[src/rtl/rxq_pkg.sv]
package rxq_pkg;

    typedef struct packed {
        logic       brk;
        logic       frm;
        logic       par;
        logic [7:0] data;
    } rx_char_t;

    typedef enum logic [2:0] {
        ST_IDLE, ST_START, ST_DATA, ST_PAR, ST_STOP, ST_HOLD
    } rx_state_t;

    function automatic logic [3:0] data_bits(input logic [1:0] code);
        return 4'd5 + {2'b00, code};
    endfunction

    function automatic logic [4:0] trig_level(input logic [1:0] code);
        case (code)
            2'd0:    return 5'd1;
            2'd1:    return 5'd4;
            2'd2:    return 5'd8;
            default: return 5'd14;
        endcase
    endfunction

    // Parity bit the line should carry for the given data.
    function automatic logic want_parity(input logic [7:0] d, input logic even,
                                         input logic stick);
        if (stick) return ~even;
        return even ? (^d) : ~(^d);
    endfunction

endpackage

[src/rtl/rxq_framer.sv]
module rxq_framer
    import rxq_pkg::*;
#(
    parameter int OVS = 16
) (
    input  logic       clk,
    input  logic       rst,
    input  logic       tick,
    input  logic       rx_in,
    input  logic [1:0] word_len,
    input  logic       par_en,
    input  logic       par_even,
    input  logic       par_stick,
    output logic       push,
    output rx_char_t   push_char
);
    localparam int CW = $clog2(OVS);
    localparam logic [CW-1:0] LAST = CW'(OVS - 1);
    localparam logic [CW-1:0] MIDC = CW'(OVS / 2 - 2);

    logic          rx_s1, rx_s2;
    rx_state_t     state;
    logic [CW-1:0] cnt;
    logic [2:0]    bit_idx;
    logic [7:0]    shreg;
    logic          par_bit;
    logic [2:0]    last_idx;

    assign last_idx = {1'b0, word_len} + 3'd4;

    always_ff @(posedge clk) begin
        if (rst) begin
            rx_s1 <= 1'b1;
            rx_s2 <= 1'b1;
        end else begin
            rx_s1 <= rx_in;
            rx_s2 <= rx_s1;
        end
    end

    always_ff @(posedge clk) begin
        push <= 1'b0;
        if (rst) begin
            state     <= ST_IDLE;
            cnt       <= '0;
            bit_idx   <= '0;
            shreg     <= '0;
            par_bit   <= 1'b0;
            push_char <= '0;
        end else if (tick) begin
            case (state)
                ST_IDLE: begin
                    cnt <= '0;
                    if (!rx_s2) state <= ST_START;
                end
                ST_START: begin
                    cnt <= cnt + 1'b1;
                    if (cnt == MIDC) begin
                        cnt     <= '0;
                        bit_idx <= '0;
                        shreg   <= '0;
                        state   <= rx_s2 ? ST_IDLE : ST_DATA;
                    end
                end
                ST_DATA: begin
                    cnt <= cnt + 1'b1;
                    if (cnt == LAST) begin
                        cnt            <= '0;
                        shreg[bit_idx] <= rx_s2;
                        bit_idx        <= bit_idx + 1'b1;
                        if (bit_idx == last_idx) state <= par_en ? ST_PAR : ST_STOP;
                    end
                end
                ST_PAR: begin
                    cnt <= cnt + 1'b1;
                    if (cnt == LAST) begin
                        cnt     <= '0;
                        par_bit <= rx_s2;
                        state   <= ST_STOP;
                    end
                end
                ST_STOP: begin
                    cnt <= cnt + 1'b1;
                    if (cnt == LAST) begin
                        cnt            <= '0;
                        push           <= 1'b1;
                        push_char.data <= shreg;
                        push_char.par  <= par_en && (par_bit != want_parity(shreg, par_even, par_stick));
                        push_char.frm  <= !rx_s2;
                        push_char.brk  <= !rx_s2 && (shreg == 8'h00) && (!par_en || !par_bit);
                        state          <= rx_s2 ? ST_IDLE : ST_HOLD;
                    end
                end
                default: begin
                    if (rx_s2) state <= ST_IDLE;
                end
            endcase
        end
    end

    // one push per character
    p_push_single_r3: assert property (@(posedge clk) disable iff (rst)
        push |=> !push);

    // a low stop bit keeps the receiver away from a new start
    p_hold_after_low_r4: assert property (@(posedge clk) disable iff (rst)
        (push && push_char.frm) |-> (state == ST_HOLD));

endmodule

[src/rtl/rxq_fifo.sv]
module rxq_fifo
    import rxq_pkg::*;
#(
    parameter int DEPTH = 16
) (
    input  logic                       clk,
    input  logic                       rst,
    input  logic                       clr,
    input  logic                       wr,
    input  rx_char_t                   wdata,
    input  logic                       rd,
    output rx_char_t                   rdata,
    output logic [$clog2(DEPTH+1)-1:0] count,
    output logic                       full
);
    localparam int AW   = $clog2(DEPTH);
    localparam int CNTW = $clog2(DEPTH + 1);

    rx_char_t        mem [DEPTH];
    logic [AW-1:0]   wptr, rptr;
    logic            do_wr, do_rd;

    assign full  = (count == CNTW'(DEPTH));
    assign do_wr = wr && !full;
    assign do_rd = rd && (count != '0);
    assign rdata = mem[rptr];

    always_ff @(posedge clk) begin
        if (rst || clr) begin
            wptr  <= '0;
            rptr  <= '0;
            count <= '0;
        end else begin
            if (do_wr) wptr <= wptr + 1'b1;
            if (do_rd) rptr <= rptr + 1'b1;
            case ({do_wr, do_rd})
                2'b10:   count <= count + 1'b1;
                2'b01:   count <= count - 1'b1;
                default: count <= count;
            endcase
        end
    end

    always_ff @(posedge clk) begin
        if (do_wr && !rst && !clr) mem[wptr] <= wdata;
    end

    p_no_overflow_r10: assert property (@(posedge clk) disable iff (rst)
        count <= CNTW'(DEPTH));

    p_full_holds_r10: assert property (@(posedge clk) disable iff (rst)
        (full && wr && !rd && !clr) |=> (count == $past(count)));

    p_clear_empties_r6: assert property (@(posedge clk) disable iff (rst)
        clr |=> (count == '0));

endmodule

[src/rtl/serial_rx_queue.sv]
module serial_rx_queue
    import rxq_pkg::*;
#(
    parameter int DEPTH = 16,
    parameter int OVS   = 16
) (
    input  logic       clk,
    input  logic       rst,
    input  logic       baud_tick,
    input  logic       rx_in,
    input  logic [1:0] word_len,
    input  logic       par_en,
    input  logic       par_even,
    input  logic       par_stick,
    input  logic [1:0] trig_sel,
    input  logic       fifo_clr,
    input  logic       rd_pop,
    output logic [7:0] rd_data,
    output logic       rd_par_err,
    output logic       rd_frm_err,
    output logic       rd_brk,
    output logic       data_ready,
    output logic       fifo_err_any,
    output logic       overrun,
    output logic       level_irq,
    output logic       tmo_irq,
    output logic       irq
);
    localparam int CNTW = $clog2(DEPTH + 1);
    localparam int TW   = $clog2(20 * OVS + 1);

    logic            push, full, accept, ch_err;
    rx_char_t        pch, head;
    logic [CNTW-1:0] count;
    logic [TW-1:0]   tcnt, tmo_limit;

    rxq_framer #(.OVS(OVS)) u_framer (
        .clk, .rst, .tick(baud_tick), .rx_in, .word_len,
        .par_en, .par_even, .par_stick, .push, .push_char(pch)
    );

    rxq_fifo #(.DEPTH(DEPTH)) u_fifo (
        .clk, .rst, .clr(fifo_clr), .wr(push), .wdata(pch),
        .rd(rd_pop), .rdata(head), .count, .full
    );

    assign rd_data    = head.data;
    assign rd_par_err = head.par;
    assign rd_frm_err = head.frm;
    assign rd_brk     = head.brk;
    assign data_ready = (count != '0);
    assign level_irq  = 32'(count) >= 32'(trig_level(trig_sel));
    assign irq        = level_irq || tmo_irq;
    assign accept     = push && !full && !fifo_clr;
    assign ch_err     = pch.par || pch.frm || pch.brk;
    assign tmo_limit  = TW'((32'(data_bits(word_len)) + 32'd12) * 32'(OVS));

    always_ff @(posedge clk) begin
        if (rst || fifo_clr) begin
            fifo_err_any <= 1'b0;
            overrun      <= 1'b0;
        end else begin
            if (accept && ch_err)       fifo_err_any <= 1'b1;
            else if (rd_pop)            fifo_err_any <= 1'b0;
            if (push && full)           overrun <= 1'b1;
            else if (rd_pop)            overrun <= 1'b0;
        end
    end

    always_ff @(posedge clk) begin
        if (rst || fifo_clr || push || rd_pop || !data_ready) begin
            tcnt    <= '0;
            tmo_irq <= 1'b0;
        end else if (baud_tick && !tmo_irq) begin
            tcnt <= tcnt + 1'b1;
            if (tcnt == tmo_limit - 1'b1) tmo_irq <= 1'b1;
        end
    end

    p_tmo_needs_data_r8: assert property (@(posedge clk) disable iff (rst)
        tmo_irq |-> data_ready);

    p_err_flag_set_r5: assert property (@(posedge clk) disable iff (rst)
        (accept && ch_err) |=> fifo_err_any);

    p_overrun_set_r10: assert property (@(posedge clk) disable iff (rst)
        (push && full && !fifo_clr) |=> overrun);

    p_clear_quiets_r6: assert property (@(posedge clk) disable iff (rst)
        fifo_clr |=> (!data_ready && !tmo_irq && !fifo_err_any && !overrun));

endmodule

[config.mk]
export PLATFORM = sky130hd
export DESIGN_NAME = serial_rx_queue
export DESIGN_NICKNAME = d
export VERILOG_FILES = /design/src/rtl/rxq_pkg.sv /design/src/rtl/rxq_framer.sv /design/src/rtl/rxq_fifo.sv /design/src/rtl/serial_rx_queue.sv
export SDC_FILE = /design/constraint.sdc
export NUM_CORES = 1
export LEC_CHECK = 0
export BUFFER_PORTS_ARGS = -buffer_cell sky130_fd_sc_hd__buf_4
export CAP_MARGIN = 20
export CORE_ASPECT_RATIO = 0.5
export CORE_MARGIN = 2
export CORE_UTILIZATION = 56
export CTS_CLUSTER_DIAMETER = 100
export DETAILED_ROUTE_END_ITERATION = 10
export PLACE_DENSITY = 0.88
export SETUP_SLACK_MARGIN = 0.02
export SLEW_MARGIN = 5
export SYNTH_ARGS = -nofsm -noshare
export SYNTH_HDL_FRONTEND = slang
export SYNTH_SLANG_ARGS = --single-unit
[constraint.sdc]
create_clock -name clk -period 2.7 [get_ports clk]
set_input_delay 0.675 -clock clk [delete_from_list [all_inputs] [get_ports clk]]
set_output_delay 0.675 -clock clk [all_outputs]
set_load 0.02 [all_outputs]
==> flow_metrics.env, run 1 <==
export IMPL_fin_skew_ns=0.01452
export IMPL_critPathCapture="rd_data[2]"
export IMPL_max_freq_mhz=331.6
export IMPL_worst_skew_pair_late_latency_ns=0.51
export IMPL_final_common_cell="edfxtp_1"
export IMPL_grt_max_degree=30
export IMPL_drv_cap=0
export IMPL_ioPinCount=30
export IMPL_synth_area_um2=10010
export IMPL_grt_overflow=0
export IMPL_synthArstFlopShare_pct=0
export IMPL_violations="setup timing"
export IMPL_root_buffer="clkbuf_16"
export IMPL_mostFrequentLayoutCells="edfxtp_1, dfxtp_1, nor2_1"
export IMPL_place_congestion=0.7913
export IMPL_p_per_area_nw_per_um2=623.5
export IMPL_finalMaxSlewViolations=0
export IMPL_setup_slack_ns=-0.3157
export IMPL_die_h_um=98.56
export IMPL_pre_cts_slack_ns=-0.2252
export IMPL_drc=0
export IMPL_rrSetupSlack_ns=0.20
export IMPL_rr_worst_depth=11
export IMPL_setup_tns_final_ns=-3.187
export IMPL_nFillCells=1088
export IMPL_fin_nets=747
export IMPL_startpoint_type="flip-flop"
export IMPL_detail_route_vias_per_cell=6.174
export IMPL_dp_hpwl_um=13130
export IMPL_synth_edf_count=176
export IMPL_first_global_vias=6026
export IMPL_rows=34
export IMPL_synth_net_count=689
export IMPL_drive_gt1_share_pct=25.24
export IMPL_cts_buffer_depth=3
export IMPL_fin_crit_ns=3.016
export IMPL_rsz0062_at_grt="yes"
export IMPL_status="complete, but fails checks"
export IMPL_drt_initial_drc_count=686
export IMPL_tightest_slew_ns=0.7359
export IMPL_die_w_um=193.1
export IMPL_synthAdderAreaFrac_pct=2.999
export IMPL_worst_setup_path_type="flip-flop to primary output"
export IMPL_drtPass1Iterations=5
export IMPL_synth_xor_area_share_pct=2.362
export IMPL_maxSlewHeadroom_pct=50.87
export IMPL_start_util_pct=57.41
export IMPL_post_drt_wl_per_cell_um=23.01
export IMPL_ys_ff_latch=238
export IMPL_crit_path_end_kind="primary output"
export IMPL_netlist_instances=652
export IMPL_worstPathArrival_ns=2.34
export IMPL_core_area_um2=17440
export IMPL_worstPathMaxFanout=17
export IMPL_setup_violations=13
export IMPL_cts_buffers=21
export IMPL_design_die_area_um2=19030
export IMPL_clk_pin_slew_worst_paths_ns=0.07
export IMPL_port_buffers=29
export IMPL_cp_required_ns=2.03
export IMPL_power_w=0.007178
export IMPL_area_growth_syn_to_layout_pct=14.97
export IMPL_ys_seq_area_share_pct=65.18
export IMPL_routed_via_count=5921
export IMPL_ant_nets=0
export IMPL_antenna_cells=0
export IMPL_p_leak_nw=4.345
export IMPL_ys_types=63
export IMPL_cts_max_level=1
export IMPL_synth_ff_type="edfxtp_1"
export IMPL_synthSimpleGateAreaFrac_pct=8.922
export IMPL_synth_top_family_by_area="multiplexers"
export IMPL_hold_viol=0
export IMPL_avgSynthCellArea_um2=15.36
export IMPL_r2r_start="u_fifo.count[0]$_SDFFE_PP0P_"
export IMPL_clock_sinks=238
export IMPL_gr_usage_all_layers_pct=24.37
export IMPL_grt_pass1_wl_um=34910
export IMPL_holdPathStages=2
export IMPL_synth_mux_area_share_pct=13.77
export IMPL_vdd_drop_max_mv=0.4205
export IMPL_routed_wl_um=22070
export IMPL_grt_antenna_before_repair=0
export IMPL_post_route_period_util_pct=111.7
export IMPL_hold_class="input port to flip-flop"
export IMPL_yosys_warnings=0
export IMPL_synth_compound_area_share_pct=4.011
export IMPL_r2r_end="u_fifo.count[4]$_SDFFE_PP0P_"
export IMPL_cts_tree="done"
==> how the worst min path moves through the flow <==
stage	startpoint	to	slack, ns
3_5_place_dp	u_framer.rx_s1$_SDFF_PP1_	u_framer.rx_s2$_SDFF_PP1_	0.40
3_3_place_gp	u_framer.rx_s1$_SDFF_PP1_	u_framer.rx_s2$_SDFF_PP1_	0.39
2_1_floorplan	u_framer.rx_s1$_SDFF_PP1_	u_framer.rx_s2$_SDFF_PP1_	0.39
6_report	rx_in	u_framer.rx_s1$_SDFF_PP1_	0.37
4_1_cts	rx_in	u_framer.rx_s1$_SDFF_PP1_	0.36
5_1_grt	rx_in	u_framer.rx_s1$_SDFF_PP1_	0.37
==> kinds of logic (layout without fill, tap and decap cells) <==
logic type,Yosys count,in the layout
adder cells (fa/ha/maj),24,24
flip-flops,238,238
buffers and inverters,59,132
multiplexers,69,69
AND/OR/NAND/NOR,175,175
XOR/XNOR,27,27
AO/OA/AOI/OAI,60,60
==> registers in the layout, indices dropped and copies added, names as in the netlist, 3 cells and up, named ones only <==
| name | count |
|---|---|
| tcnt | 9 |
| u_fifo.count | 5 |
| u_fifo.mem | 176 |
| u_fifo.rptr | 4 |
| u_fifo.wptr | 4 |
| u_framer.bit_idx | 3 |
| u_framer.cnt | 4 |
| u_framer.push_char | 11 |
| u_framer.shreg | 8 |
| u_framer.state | 3 |
==> repair_timing <==
action                     4_1_cts  5_1_grt
gates resized for setup         18        3
pin swaps                        3        1
hold buffers                     0        0
buffers inserted                 0        1
setup endpoints to repair       13       15
==> cell type report <==
| class | instances | area (um^2) | area share (%) |
|---|---|---|---|
| flip-flops and latches | 238 | 6534 | 56.75 |
| clock inverters | 14 | 166.4 | 1.445 |
| multi-input cells | 355 | 3263 | 28.34 |
| repair buffers | 67 | 618.1 | 5.369 |
| well taps | 234 | 292.8 | 2.543 |
| inverters | 27 | 101.3 | 0.8803 |
| clock buffers | 24 | 536.8 | 4.663 |
==> cells in the mapped netlist, types with 12 or more instances <==
cell type	count	share of area, %
a21oi_1	26	1.3
ha_1	24	3.0
xnor2_1	12	1.0
nand3_1	16	0.80
nor2_1	57	2.1
dfxtp_1	62	12
mux2i_1	14	1.4
nand2_1	47	1.8
clkbuf_1	13	0.49
edfxtp_1	176	53
xor2_1	15	1.3
inv_1	27	1.0
mux4_2	55	12
==> stage by stage <==
step | hold WS, ns | cells | util (%) | cell area [um^2]
after global routing | 0.3704 | 959 | 66.00 | 11510
after floorplan | 0.3895 | 652 | - | 10020
after CTS | 0.3603 | 958 | 65.92 | 11500
final | 0.3685 | 959 | 66.00 | 11510
after global placement | 0.3930 | 920 | 61.47 | 10720
after detailed placement | 0.3976 | 920 | 61.47 | 10720
==> power breakdown <==
group          switching (W)  internal (W)
Combinational       0.000106     0.0000825
Sequential         0.0000179       0.00388
Clock                0.00135       0.00174
==> metal layers <==
layer  up-vias  share of wire [%]  global-route usage (%)
li1       2590                  -                       -
met1      2983                 42                   34.81
met2       298                 49                   39.73
met3        50                7.4                   3.917
met4         0                2.3                   6.294
met5         -                  0                       0
==> critical path, stage by stage, from the launching register on <==
cell	delay, ns
dfxtp_4	0.41
buf_12	0.20
mux4_2	0.54
mux4_2	0.53
buf_6	0.16
No activity file was read; power rests on OpenSTA's default activity.
==> run 2: changes to the inputs <==
Settings changed: CORE_UTILIZATION 56 to 40, CTS_CLUSTER_DIAMETER 100 to 60, PLACE_DENSITY 0.88 to 0.67.
Clock period 2.7 ns to 3.7 ns, I/O delays scaled along.
==> run 2 against run 1 <==
Against the previous run: the flow now finishes without violations; worst hold slack better by 0.041 ns; clock power down 27%; critical path depth up 5; global-route usage down 9.6 points; clock skew down 0.0039 ns; non-clock buffer count down 17; setup slack better by 0.59 ns; largest cell class unchanged; largest power group unchanged.
==> flow_metrics.env, run 2 (synthesis gave the netlist of run 1 again) <==
export IMPL_max_freq_mhz=292.3
export IMPL_vdd_drop_max_mv=0.3305
export IMPL_gr_usage_all_layers_pct=14.80
export IMPL_crit_buf_inv=2
export IMPL_cts_buffer_depth=3
export IMPL_final_common_cell="edfxtp_1"
export IMPL_drv_cap=0
export IMPL_startpoint_type="input port"
export IMPL_path_cells="buf_4 -> nor2_1 -> ha_1 -> nand2b_1 -> a21o_1 -> a21o_1 -> a211o_1 -> or2_1 -> buf_4"
export IMPL_post_dp_cell_area_um2=10670
export IMPL_nFillCells=2058
export IMPL_area_growth_syn_to_layout_pct=13.77
export IMPL_maxSlewHeadroom_pct=50.06
export IMPL_clock_sinks=238
export IMPL_first_global_vias=5494
export IMPL_detail_route_vias_per_cell=5.205
export IMPL_setup_tns_final_ns=0
export IMPL_p_leak_nw=4.244
export IMPL_fin_nets=731
export IMPL_worst_skew_pair_late_latency_ns=0.51
export IMPL_drt_initial_drc_count=506
export IMPL_pre_cts_slack_ns=0.2659
export IMPL_cts_resized_gates=0
export IMPL_ioPinCount=30
export IMPL_hold_class="flip-flop to flip-flop"
export IMPL_clk_pin_slew_worst_paths_ns=0.06
export IMPL_timing_hold_ws_ns=0.4098
export IMPL_largest_reg_flops=176
export IMPL_seqPwrFrac_pct=54.5
export IMPL_cts_buffers=22
export IMPL_design_die_area_um2=26390
export IMPL_cts_tree="done"
export IMPL_start_util_pct=41.25
export IMPL_worstSetupPathDepth=9
export IMPL_max_stage_delay_ns=0.29
export IMPL_rows=40
export IMPL_tightest_slew_ns=0.7481
export IMPL_fin_crit_ns=3.422
export IMPL_clkPwrFrac_pct=43.0
export IMPL_cp_top_family="compound AO/OA/AOI/OAI gates"
export IMPL_p_per_area_nw_per_um2=458.5
export IMPL_rsz0062_at_grt="no"
export IMPL_fin_skew_ns=0.01063
export IMPL_rrSetupSlack_ns=0.76
export IMPL_startpoint="trig_sel[0]"
export IMPL_core_area_um2=24270
export IMPL_p_sw_w=0.001028
export IMPL_mostFrequentLayoutCells="edfxtp_1, dfxtp_1, nor2_1"
export IMPL_post_route_period_util_pct=92.47
export IMPL_hold_viol=0
export IMPL_rr_worst_depth=8
export IMPL_cts_hold_buf=0
export IMPL_die_h_um=115.9
export IMPL_post_cts_buffers=0
export IMPL_grt_pass1_wl_um=30320
export IMPL_r2r_start="u_fifo.count[1]$_SDFFE_PP0P_"
export IMPL_post_drt_wl_per_cell_um=18.19
export IMPL_finalNonFillerCells=1046
export IMPL_worstPathArrival_ns=2.50
export IMPL_setup_violations=0
export IMPL_grt_overflow=0
export IMPL_cp_required_ns=2.77
export IMPL_hold_start="u_framer.rx_s1$_SDFF_PP1_"
export IMPL_root_buffer="clkbuf_16"
export IMPL_top_regs="u_fifo.mem: 176 flops, u_framer.push_char: 11 flops, tcnt: 9 flops"
export IMPL_setup_slack_ns=0.2785
export IMPL_routed_via_count=5444
export IMPL_die_w_um=227.8
export IMPL_antenna_cells=0
export IMPL_grt_max_degree=45
export IMPL_worst_setup_path_type="input port to primary output"
export IMPL_status="finished, final reports clean"
export IMPL_port_buffers=29
export IMPL_critPathSlowestCell="a211o_1"
export IMPL_cts_max_level=1
export IMPL_pwr_share_comb_pct=2.5
export IMPL_top_register="u_fifo.mem"
export IMPL_ant_nets=0
export IMPL_finalMaxSlewViolations=0
export IMPL_p_int_w=0.004196
export IMPL_stdcell_area_um2=11390
export IMPL_drc=0
export IMPL_routed_wl_um=19030
export IMPL_place_inst=1006
export IMPL_crit_path_end_kind="primary output"
export IMPL_drive_gt1_share_pct=22.11
export IMPL_critPathCapture="irq"
export IMPL_place_congestion=0.8130
export IMPL_grt_antenna_before_repair=0
export IMPL_drtPass1Iterations=5
export IMPL_r2r_end="u_fifo.count[4]$_SDFFE_PP0P_"
export IMPL_worstPathMaxFanout=3
export IMPL_switching_share_pct=19.67
export IMPL_dp_hpwl_um=11820
[run 2: cell count changes in the layout (fill, tap and decap cells not counted), moves of 2 or more]
| cell | delta |
|---|---|
| buf_12 | -4 |
| buf_6 | -14 |
| clkinv_1 | +2 |
| clkinv_2 | +2 |
| clkinvlp_4 | -3 |
| dfxtp_1 | +2 |
| ha_1 | +2 |
[run 2: worst min-delay path by stage]
stage | end | slack [ns] | cells after the start
6_report | u_framer.rx_s2$_SDFF_PP1_ | 0.41 | 1
5_1_grt | u_framer.rx_s2$_SDFF_PP1_ | 0.42 | 1
4_1_cts | u_framer.rx_s2$_SDFF_PP1_ | 0.41 | 1
3_5_place_dp | u_framer.rx_s2$_SDFF_PP1_ | 0.40 | 1
3_3_place_gp | u_framer.rx_s2$_SDFF_PP1_ | 0.40 | 1
2_1_floorplan | u_framer.rx_s2$_SDFF_PP1_ | 0.39 | 1
[run 2: final cells by class]
cell class                 count  area, um^2  area share, %
clock buffer                  26       565.5          4.964
timing repair buffer          50       387.9          3.405
clock inverter                14       157.7          1.384
sequential                   238        6529          57.31
tap                          336       420.4          3.690
multi-input combinational    355        3231          28.36
inverter                      27       101.3         0.8896
[run 2: power groups by stage]
| stage | combinational, W | clock, W | sequential (W) |
|---|---|---|---|
| 4_1_cts | 0.000131 | 0.00230 | 0.00284 |
| 6_report | 0.000130 | 0.00225 | 0.00284 |
| 5_1_grt | 0.000145 | 0.00240 | 0.00284 |
| 2_1_floorplan | 0.000107 | 0 | 0.00289 |
| 3_3_place_gp | 0.000127 | 0 | 0.00290 |
| 3_5_place_dp | 0.000131 | 0 | 0.00290 |
[run 2: layer usage]
| layer | vias up | share of wire, % | global-route usage (%) |
|---|---|---|---|
| li1 | 2555 | - | - |
| met2 | 119 | 47 | 24.90 |
| met1 | 2738 | 45 | 20.55 |
| met4 | 0 | 1.8 | 3.333 |
| met5 | - | 0 | 0 |
| met3 | 32 | 5.6 | 2.362 |
[run 2: through the flow]
step           total power, W  utilization, %
6_report             0.005223           46.93
5_1_grt              0.005389           46.93
4_1_cts              0.005275           46.93
3_5_place_dp         0.003033           43.95
3_3_place_gp         0.003029           43.95
2_1_floorplan        0.002999               -
==> run 3: changes to the inputs <==
Settings changed: MAX_ROUTING_LAYER set to met4.
==> run 3 against run 2 <==
Against the previous run: setup slack worse by 0.0012 ns; sequential power about the same; sequential share of layout area is the same; design area did not move; highest routed layer unchanged; die area is the same; clock skew about the same; combinational power is essentially flat; power about the same; via count is 0.15% higher; first-iteration DRC count decreased by 7.7%; wire length down 0.23%.
==> flow_metrics.env, run 3 (synthesis gave the netlist of run 1 again) <==
export IMPL_max_freq_mhz=292.2
export IMPL_drt_initial_drc_count=467
export IMPL_cts_hold_buf=0
export IMPL_place_congestion=0.8251
export IMPL_top_register="u_fifo.mem"
export IMPL_setup_tns_final_ns=0
export IMPL_dp_hpwl_um=11820
export IMPL_finalMaxSlewViolations=0
export IMPL_crit_path_end_kind="primary output"
export IMPL_multi_input_area_um2=3231
export IMPL_port_buffers=29
export IMPL_worstPathMaxFanout=3
export IMPL_rsz0062_at_grt="no"
export IMPL_design_die_area_um2=26390
export IMPL_die_h_um=115.9
export IMPL_cts_buffer_depth=3
export IMPL_grt_pass1_wl_um=30330
export IMPL_root_buffer="clkbuf_16"
export IMPL_vdd_drop_max_mv=0.3299
export IMPL_post_dp_cell_area_um2=10670
export IMPL_drtPass1Iterations=5
export IMPL_detail_route_vias_per_cell=5.212
export IMPL_post_route_period_util_pct=92.51
export IMPL_stdcell_area_um2=11390
export IMPL_grt_overflow=0
export IMPL_status="finished, final reports clean"
export IMPL_ant_nets=0
export IMPL_register_area_um2=6529
export IMPL_maxSlewHeadroom_pct=51.09
export IMPL_clk_pin_slew_worst_paths_ns=0.06
export IMPL_cts_tree="done"
export IMPL_fin_crit_ns=3.423
export IMPL_p_leak_nw=4.244
export IMPL_die_w_um=227.8
export IMPL_grt_max_degree=45
export IMPL_routed_wl_um=18980
export IMPL_worst_skew_pair_late_latency_ns=0.51
export IMPL_antenna_cells=0
export IMPL_worst_setup_path_type="input port to primary output"
export IMPL_cts_buffers=22
export IMPL_cts_max_level=1
export IMPL_fin_skew_ns=0.01098
export IMPL_post_cts_buffers=0
export IMPL_cp_required_ns=2.77
export IMPL_routed_via_count=5452
export IMPL_setup_violations=0
export IMPL_grt_antenna_before_repair=0
export IMPL_top_regs="u_fifo.mem: 176 flops, u_framer.push_char: 11 flops, tcnt: 9 flops"
export IMPL_nFillCells=2058
export IMPL_fin_nets=731
export IMPL_gr_usage_all_layers_pct=15.31
export IMPL_setup_slack_ns=0.2772
export IMPL_power_w=0.005225
export IMPL_clock_sinks=238
export IMPL_drive_gt1_share_pct=22.11
export IMPL_p_per_area_nw_per_um2=458.7
export IMPL_mostFrequentLayoutCells="edfxtp_1, dfxtp_1, nor2_1"
export IMPL_startpoint_type="input port"
export IMPL_cts_resized_gates=0
export IMPL_largest_reg_flops=176
export IMPL_rows=40
export IMPL_worstPathArrival_ns=2.50
export IMPL_final_common_cell="edfxtp_1"
export IMPL_core_area_um2=24270
export IMPL_hold_class="flip-flop to flip-flop"
export IMPL_tightest_slew_ns=0.7327
export IMPL_drv_cap=0
export IMPL_ioPinCount=30
export IMPL_first_global_vias=5486
export IMPL_area_growth_syn_to_layout_pct=13.77
export IMPL_drc=0
export IMPL_post_drt_wl_per_cell_um=18.15
export IMPL_hold_viol=0
export IMPL_start_util_pct=41.25
export IMPL_pre_cts_slack_ns=0.2659
==> run 3: path summary, 6_finish.rpt <==
| kind | start | endpoint | slack, ns | cells past startpoint |
|---|---|---|---|---|
| max | trig_sel[0] | irq | 0.28 | 9 |
| max reg2reg | u_fifo.count[1]$_SDFFE_PP0P_ | u_fifo.count[4]$_SDFFE_PP0P_ | 0.76 | 8 |
| min | u_framer.rx_s1$_SDFF_PP1_ | u_framer.rx_s2$_SDFF_PP1_ | 0.41 | 1 |
| min reg2reg | u_framer.rx_s1$_SDFF_PP1_ | u_framer.rx_s2$_SDFF_PP1_ | 0.41 | 1 |
==> run 3: cell type report <==
type | count | area share (%)
Tap cell | 336 | 3.690
Clock inverter | 14 | 1.384
Clock buffer | 26 | 4.964
Inverter | 27 | 0.8896
Timing Repair Buffer | 50 | 3.405
Sequential cell | 238 | 57.31
Multi-Input combinational cell | 355 | 28.36
==> run 3: critical path, stage by stage <==
cell,delay (ns)
buf_4,0.12
nor2_1,0.10
ha_1,0.22
nand2b_1,0.14
a21o_1,0.17
a21o_1,0.17
a211o_1,0.29
or2_1,0.20
buf_4,0.15
==> run 3: stage by stage <==
| step | util, % | instances | hold WS [ns] |
|---|---|---|---|
| finish | 46.93 | 1046 | 0.4099 |
| global route | 46.93 | 1046 | 0.4195 |
| CTS | 46.93 | 1046 | 0.4121 |
| detailed placement | 43.95 | 1006 | 0.3971 |
| global placement | 43.95 | 1006 | 0.4013 |
| floorplan | - | 652 | 0.3895 |
==> run 3: where the power goes <==
part | switching (W) | total, W | leakage, nW | internal (W)
registers | 0.0000126 | 0.00284 | 2.55 | 0.00283
logic | 0.0000752 | 0.000130 | 1.34 | 0.0000550
clock network | 0.000941 | 0.00225 | 0.351 | 0.00131
total | 0.00103 | 0.00523 | 4.24 | 0.00420
==> run 3: routing by layer <==
| layer | share of wire, % | up-vias | GRT usage [%] |
|---|---|---|---|
| met5 | 0 | - | - |
| met3 | 5.9 | 29 | 2.313 |
| met2 | 47 | 122 | 24.92 |
| li1 | - | 2558 | - |
| met4 | 1.8 | 0 | 3.333 |
| met1 | 45 | 2743 | 20.63 |
